==> src/rtl/stack_ctrl.sv <==
module stack_ctrl #(
  parameter int ADDR_W = 16,
  parameter bit FULL   = 1'b1,
  parameter bit ASCEND = 1'b0,
  parameter logic [ADDR_W-1:0] REGION_LO = 16'h0100,
  parameter logic [ADDR_W-1:0] REGION_HI = 16'h0140,
  parameter logic [ADDR_W-1:0] BASE      = 16'h0140
) (
  input  logic              clk,
  input  logic              rst_n,
  input  logic              cmd_valid,
  output logic              cmd_ready,
  input  logic [1:0]        cmd_op,
  input  logic              cmd_half,
  input  logic [31:0]       push_data,
  output logic              done,
  output logic [31:0]       pop_data,
  output logic              err_ovf,
  output logic              err_unf,
  output logic              err_mis,
  output logic [ADDR_W-1:0] sp,
  output logic              ram_en,
  output logic              ram_we,
  output logic [3:0]        ram_be,
  output logic [ADDR_W-3:0] ram_addr,
  output logic [31:0]       ram_wdata,
  input  logic [31:0]       ram_rdata
);
  localparam int XW = ADDR_W + 1;
  localparam logic [1:0] OP_INIT = 2'b00, OP_PUSH = 2'b01, OP_POP = 2'b10;

  typedef enum logic [1:0] {S_IDLE, S_EXEC, S_FIN} state_t;
  state_t state;

  logic [1:0]  op_q;
  logic        half_q, rd_half, rd_hi;
  logic [31:0] data_q;
  logic        ovf_q, unf_q, mis_q;
  logic [XW-1:0] step, nsp_x, acc_x;
  logic is_push, is_pop, up, ovf, unf, mis, ok;

  assign is_push = (op_q == OP_PUSH);
  assign is_pop  = (op_q == OP_POP);
  assign step    = half_q ? XW'(2) : XW'(4);
  assign up      = (ASCEND == is_push);
  assign nsp_x   = up ? {1'b0, sp} + step : {1'b0, sp} - step;
  assign acc_x   = (FULL == is_push) ? nsp_x : {1'b0, sp};

  assign ovf = is_push && ((acc_x < {1'b0, REGION_LO}) || (acc_x + step > {1'b0, REGION_HI}));
  assign unf = is_pop && (ASCEND ? (nsp_x[ADDR_W] || nsp_x < {1'b0, BASE})
                                 : (nsp_x > {1'b0, BASE}));
  assign mis = (is_push || is_pop) && (half_q ? acc_x[0] : (acc_x[1:0] != 2'b00));
  assign ok  = !(ovf || unf || mis);

  assign cmd_ready = (state == S_IDLE);
  assign done      = (state == S_FIN);
  assign ram_en    = (state == S_EXEC) && (is_push || is_pop) && ok;
  assign ram_we    = is_push;
  assign ram_addr  = acc_x[ADDR_W-1:2];
  assign ram_be    = half_q ? (acc_x[1] ? 4'b1100 : 4'b0011) : 4'b1111;
  assign ram_wdata = half_q ? {2{data_q[15:0]}} : data_q;
  assign pop_data  = rd_half ? {16'h0, rd_hi ? ram_rdata[31:16] : ram_rdata[15:0]} : ram_rdata;
  assign err_ovf   = done && ovf_q;
  assign err_unf   = done && unf_q;
  assign err_mis   = done && mis_q;

  always_ff @(posedge clk or negedge rst_n) begin
    if (!rst_n) begin
      state <= S_IDLE;
      sp <= BASE;
      op_q <= 2'b11;
      half_q <= 1'b0;
      data_q <= '0;
      {ovf_q, unf_q, mis_q} <= 3'b000;
      rd_half <= 1'b0;
      rd_hi <= 1'b0;
    end else begin
      case (state)
        S_IDLE: if (cmd_valid) begin
          op_q <= cmd_op;
          half_q <= cmd_half;
          data_q <= push_data;
          state <= S_EXEC;
        end
        S_EXEC: begin
          if (op_q == OP_INIT) sp <= BASE;
          else if ((is_push || is_pop) && ok) sp <= nsp_x[ADDR_W-1:0];
          {ovf_q, unf_q, mis_q} <= {ovf, unf, mis};
          rd_half <= half_q;
          rd_hi <= acc_x[1];
          state <= S_FIN;
        end
        default: state <= S_IDLE;
      endcase
    end
  end

  p_busy_after_accept_r2: assert property (@(posedge clk) disable iff (!rst_n)
    cmd_valid && cmd_ready |=> !cmd_ready);
  p_done_pulse_r2: assert property (@(posedge clk) disable iff (!rst_n)
    done |=> !done);
  p_init_base_r1: assert property (@(posedge clk) disable iff (!rst_n)
    (state == S_EXEC && op_q == OP_INIT) |=> sp == BASE);
  // R8 and R9 are covered by the same hold check
  p_hold_on_error_r7: assert property (@(posedge clk) disable iff (!rst_n)
    (done && (ovf_q || unf_q || mis_q)) |-> sp == $past(sp));
  p_push_direction_r5: assert property (@(posedge clk) disable iff (!rst_n)
    (ram_en && ram_we) |=> (ASCEND ? (sp > $past(sp)) : (sp < $past(sp))));
  p_lane_width_r6: assert property (@(posedge clk) disable iff (!rst_n)
    (ram_en && ram_we) |-> ($countones(ram_be) == 2 || $countones(ram_be) == 4));
endmodule

==> config.mk <==
export PLATFORM = sky130hd
export DESIGN_NAME = stack_ctrl
export DESIGN_NICKNAME = d
export VERILOG_FILES = /design/src/rtl/stack_ctrl.sv
export SDC_FILE = /design/constraint.sdc
export NUM_CORES = 1
export LEC_CHECK = 0
export ABC_AREA = 1
export BUFFER_PORTS_ARGS = -buffer_cell sky130_fd_sc_hd__buf_2
export CAP_MARGIN = 30
export CORE_ASPECT_RATIO = 1.1
export CORE_MARGIN = 2
export CORE_UTILIZATION = 30
export DETAILED_ROUTE_END_ITERATION = 10
export PLACE_DENSITY = 0.54
export SYNTH_ARGS = -nofsm -noshare
export SYNTH_HDL_FRONTEND = slang
export SYNTH_SLANG_ARGS = --single-unit
==> constraint.sdc <==
create_clock -name clk -period 11.27 [get_ports clk]
set_input_delay 0 -clock clk [delete_from_list [all_inputs] [get_ports clk]]
set_output_delay 0 -clock clk [all_outputs]
set_load 0.05 [all_outputs]
# --- Word-level counts from Yosys, hierarchy flattened ---
# Index checks and enable logic that the tools add are counted.
word_totals:
  regBits: 58
  latchBits: 0
  ramBits: 0
  mem_bits_ro: 0
  input_bits: 70
  out_inout_bits: 105
  word_cells: 54
  n_memories: 0
op_classes:
  addsub: 3
  mul: 0
  div: 0
  order_cmp: 3
  eq_ne: 5
  n_shift: 0
  muxes: 13
  bitwise: 0
  reduce_logical: 20
op_table:
  columns: ["cell", "n"]
  rows:
  - ["2-to-1 mux 32 bit", 2]
  - ["2-to-1 mux 16 bit", 3]
  - ["> comparator 17 x 9 -> 1 bit (second input constant)", 2]
  - ["2-to-1 mux 17 bit", 2]
  - ["adder 16 x 3 -> 17 bit", 1]
  - ["adder 17 x 3 -> 17 bit", 1]
  - ["less-than comparator 17 x 9 -> 1 bit (second input constant)", 1]
  - ["subtractor 16 x 3 -> 17 bit", 1]
  - ["logical AND 1 bit", 9]
  - ["2-to-1 mux 4 bit", 2]
  - ["equality test 2 x 1 -> 1 bit (second input constant)", 2]
  - ["equality test 2 bit (second input constant)", 2]
  - ["zero test 2 bit", 2]
  - ["logical OR 1 bit", 4]
  - ["one-hot mux 2 bit (2 select lines)", 1]
  - ["AND reduction 2 bit", 2]
  - ["nonzero test 2 bit", 2]
  - ["2-to-1 mux 3 bit", 1]
  - ["2-to-1 mux 2 bit", 1]
  - ["!= test 2 bit (second input constant)", 1]
  - ["zero test 1 bit", 1]
  - ["2-to-1 mux 1 bit", 1]

# --- Logic depth before layout (Yosys ltp) ---
logic_depth:
  word_depth: 14
  mapped_depth: 32
  ltp_nobuf: 29

# --- Least setup slack after synthesis ---
# OpenSTA, ideal clock, no wires.
synth_path:
  path_type: "register to output"
  from: "register op_q[0]"
  to: "output port ram_en"
  t_arrival_ns: 4.776
  required_ns: 11.270
  setup_slack_ns: 6.494
  stages_incl_launch_ff: 26
  n_path_buf: 3
  cell_sequence: "dfstp_2 > ha_1 > buf_2 > buf_2 > nand2_1 > inv_1 > ha_1 > xnor2_1 > inv_1 > o21ai_0 > inv_1 > fa_1 > inv_1 > nand3_1 > nor2_2 > nand4_2 > nor2_2 > a21oi_1 > nor2_1 > nand2_1 > nor2_1 > nand2_1 > nand2_2 > nand3_4 > buf_2 > inv_1"
synth_between:
  elab_chain_len: 11
  word_cells_on_any_way: 20
  classes_between: "add/sub (1); order compare (3); eq/ne (2); mux (3); reduce/logical (11)"
synth_lines:
  columns: ["element", "line_no", "text"]
  rows:
  - ["start: declaration", "35", "logic [1:0] op_q;"]
  - ["start signal: assignment", "80", "op_q <= cmd_op;"]
  - ["equality test 2 x 1 -> 1 bit (*)", "42", "assign is_push = (op_q == OP_PUSH);"]
  - ["net ram_we", "23", "output logic ram_we,"]
  - ["2-to-1 mux 17 bit", "46", "assign nsp_x = up ? {1'b0, sp} + step : {1'b0, sp} - step;"]
  - ["2-to-1 mux 17 bit (*)", "47", "assign acc_x = (FULL == is_push) ? nsp_x : {1'b0, sp};"]
  - ["net acc_x[2]", "39", "logic [XW-1:0] step, nsp_x, acc_x;"]
  - ["adder 17 x 3 -> 17 bit", "49", "assign ovf = is_push && ((acc_x < {1'b0, REGION_LO}) || (acc_x + step > {1'b0, REGION_HI}));"]
  - ["> comparator 17 x 9 -> 1 bit", "49", null]
  - ["logical OR 1 bit (*)", "49", null]
  - ["logical AND 1 bit (*)", "49", null]
  - ["logical OR 1 bit (*) (2 in series)", "53", "assign ok = !(ovf || unf || mis);"]
  - ["zero test 1 bit (*)", "53", null]
  - ["logical AND 1 bit (*)", "57", "assign ram_en = (state == S_EXEC) && (is_push || is_pop) && ok;"]
  - ["end: declaration", "22", "output logic ram_en,"]
# The timed path passes the listed nets; every way through them passes the cells marked *.

# --- Worst setup path in the final report ---
layout_path:
  from: "register op_q[1]"
  to: "output port ram_en"
layout_between:
  elab_chain_len: 11
  word_cells_on_any_way: 20
  classes_between: "add/sub (1); order compare (3); eq/ne (2); mux (3); reduce/logical (11)"
layout_lines:
  columns: ["element", "line_no"]
  rows:
  - ["equality test 2 x 1 -> 1 bit", "42"]
  - ["2-to-1 mux 17 bit", "46"]
  - ["2-to-1 mux 17 bit", "47"]
  - ["adder 17 x 3 -> 17 bit", "49"]
  - ["> comparator 17 x 9 -> 1 bit", "49"]
  - ["logical OR 1 bit", "49"]
  - ["logical AND 1 bit", "49"]
  - ["logical OR 1 bit (2 in series)", "53"]
  - ["zero test 1 bit", "53"]
  - ["logical AND 1 bit (*)", "57"]
# Every way passes the cells marked *; elsewhere a longest branch is shown, timed or not.

==> impl_metrics.json <==
{
  "num-fill-cells": 1850,
  "final.min_clock_period_ns": 4.779,
  "power.density_nw_per_um2": 288.3,
  "hp-class": "in -> reg",
  "grt_usage": 0.1886,
  "synth_top_area_cell": "nand2_1",
  "nNetsFinal": 1092,
  "synth-seq-area-share": 0.2837,
  "overflow": 0,
  "clock.fmax_mhz": 209.2,
  "cts_made_buffers": 9,
  "postSynth.asyncResetShare": 1.000,
  "crit_family": "simple AND/OR/NAND/NOR gates",
  "cpMaxStageDelayCell": "dfstp_2",
  "clk_latency_ns": 0.32,
  "clkTransAtPathRegs_ns": 0.05,
  "outcome": "complete, no violations",
  "p_leak_nw": 3.916,
  "rsz0062_at_grt": "false",
  "multi_input_area_um2": 2859,
  "wire_per_inst_um": 13.78,
  "synth.distinct_cells": 37,
  "avgViaCountPerCell": 4.579,
  "grt_max_degree": 58,
  "hold_viol": 0,
  "min_path_cells": 3,
  "gp_congestion": 0.8980,
  "drive_gt1_frac": 0.2365,
  "area_delta_synth_final_pct": 28.96,
  "die_area_um2": 17870,
  "r2r_cells": 26,
  "synth_fp_nets": 924,
  "critPathKind": "reg -> out",
  "synth_top_cell_area_share": 0.2685,
  "hp-start": "cmd_valid",
  "dp_cells": 1154,
  "clkSinkCount": 57,
  "core_region_area_um2": 16430,
  "wl_met2_um": 8025,
  "dpl.hpwl_um": 12890,
  "cts_setup_buffers": 0,
  "drtIter0Drc": 286,
  "wl_met1_um": 7527,
  "setup_viol": 0,
  "io_buffers": 173,
  "synth_area_leaders": "nand2_1 27%, dfrtp_1 26%, inv_1 7.6%",
  "routed-wl-met3_um": 725,
  "synth_warnings": 0,
  "setup_slack_ns": 6.491,
  "pin_count": 175,
  "cp_slowest_stage_delay_ns": 0.52,
  "start_kind": "flop",
  "ys_ff_latch": 57,
  "synth_area_per_cell_um2": 6.087,
  "grt_pass1_vias": 5452,
  "postRouteAntennaNets": 0,
  "top_layer_used": "met4",
  "crit_fanout": 34,
  "worstSetupStartpoint": "op_q[1]",
  "tightestPinTransition_ns": 0.8708,
  "grt_pass1_wl_um": 27460,
  "vias": 5522,
  "finClkSkew_ns": 0.007186,
  "antenna_cells": 0,
  "synth-main-ff-cell": "dfrtp_1",
  "layout_common_cells": "361 x nand2_1, 173 x buf_2, 102 x inv_1",
  "report.power.total_mw": 1.876,
  "rows": 49,
  "slew_headroom": 0.4181,
  "synth_area_um2": 5046,
  "path_buf_inv": 8,
  "route.detailed.drc": 0,
  "fin_crit_sh": 0.4241,
  "tns_ns": 0,
  "crit_top_cell": "inv_1",
  "ir_drop_uv": 163.9,
  "maxSlewViolCount": 0,
  "pre_cts_ws_ns": 6.743,
  "cap_violations": 0,
  "routed_wl_um": 16620,
  "antenna_found_initial": 0,
  "r2r_start": "op_q[1]",
  "min_to": "state[0]",
  "synth_cells": 829,
  "final-seq-area_um2": 1431,
  "cts_tree": "done",
  "rr_endpoint": "sp[5]",
  "crit_arrival_ns": 4.78,
  "endpoint_kind": "primary output",
  "required_ns": 11.27,
  "final_core_util": 0.3961,
  "r2r_slack_ns": 6.75,
  "cts_root_buffer": "clkbuf_16",
  "start_util": 0.3071,
  "synth_edf_count": 0,
  "cts_max_level": 3,
  "die_y_um": 140.0,
  "dr.pass1.iters": 6,
  "die_w_um": 127.7,
  "clockBufferDepth": 2,
  "fin_cells": 1206,
  "final_common_cell": "nand2_1"
}
## sequential cells by signal, summed over array words and instances, names as in the netlist
signal and cells:
state 2, ovf_q 1, half_q 1, rd_half 1, mis_q 1, sp 15
rd_hi 1, unf_q 1, data_q 32, op_q 2
## logic make-up (layout without fill, tap and decap cells)
family                   after synthesis  count (layout)  share of synthesized area
XOR/XNOR                               1               1                   0.001736
adder cells (fa/ha/maj)               25              25                    0.06348
buffers and inverters                165             338                     0.1498
flip-flops                            57              57                     0.2837
other                                  1               1                  0.0007431
AO/OA/AOI/OAI                         43              43                    0.04513
AND/OR/NAND/NOR                      537             537                     0.4555
## per-stage QoR
stage | hold WS [ns] | area (µm²)
2_1_floorplan | -0.2956 | 5046
3_3_place_gp | 0.1948 | 5851
6_report | 0.2055 | 6507
5_1_grt | 0.2816 | 6507
3_5_place_dp | 0.1956 | 5851
4_1_cts | 0.1932 | 6507
## cell usage after synthesis, types with 2 or more instances
master and n:
nand2_1 361, inv_1 102, nor2_1 62, nand3_1 57, dfrtp_1 53, buf_4 33, o21ai_0 26, ha_1 24
clkbuf_1 16, nand2_2 14, nand4_1 12, a21oi_1 11, inv_2 6, nand3_2 6, nor2_2 5, and2_1 4
buf_2 4, dfstp_2 4, nand3b_1 4, nand2_4 3, and3_1 2, buf_1 2, nand4_2 2, nor3_1 2
o21ai_1 2
## power by group
part / internal, mW / switching (mW)
sequential: 0.268 / 0.0734
combinational: 0.314 / 0.956
clock: 0.170 / 0.0949
## how the worst max path moves through the flow
| stage | to | cells past startpoint | slack, ns |
|---|---|---|---|
| 3_5_place_dp | sp[4] | 28 | 6.74 |
| 5_1_grt | ram_en | 25 | 6.02 |
| 2_1_floorplan | ram_en | 25 | 6.49 |
| 3_3_place_gp | sp[15] | 28 | 6.87 |
| 4_1_cts | ram_en | 25 | 6.46 |
| 6_report | ram_en | 25 | 6.49 |
## timing repair
item	CTS	global route
hold buffers	36	0
resized for setup	0	0
endpoints found under the hold margin	88	0
## worst register-to-register path, stage by stage, from the launching register on
cell and delay (ns):
dfstp_2 0.52, inv_1 0.06, ha_1 0.17, buf_4 0.25, nand2_1 0.12, inv_1 0.05
ha_1 0.38, xnor2_1 0.24, inv_1 0.08, o21ai_0 0.30, inv_1 0.11, fa_1 0.43
inv_1 0.11, nand3_1 0.12, nor2_2 0.13, nand4_2 0.11, nor2_2 0.18, a21oi_1 0.08
nor2_1 0.10, nand2_1 0.05, nor2_1 0.09, nand2_1 0.09, nand2_2 0.12, nand3_4 0.20
nand2_4 0.22, nand2_1 0.08, nand2_1 0.06
## cell type report
cell class	instances	share of cell area
well taps	204	0.03922
flip-flops and latches	57	0.2200
clock buffers	9	0.03461
repair buffers	213	0.1930
inverters	109	0.06287
clock inverters	7	0.01096
multi-input cells	607	0.4393
## routing by layer
layer | track usage | vias to the layer above
met5 | 0 | -
met4 | 0.06246 | 0
met3 | 0.03170 | 24
met2 | 0.3158 | 160
met1 | 0.2467 | 2485
li1 | - | 2853
No activity file was read; power rests on OpenSTA's default activity.
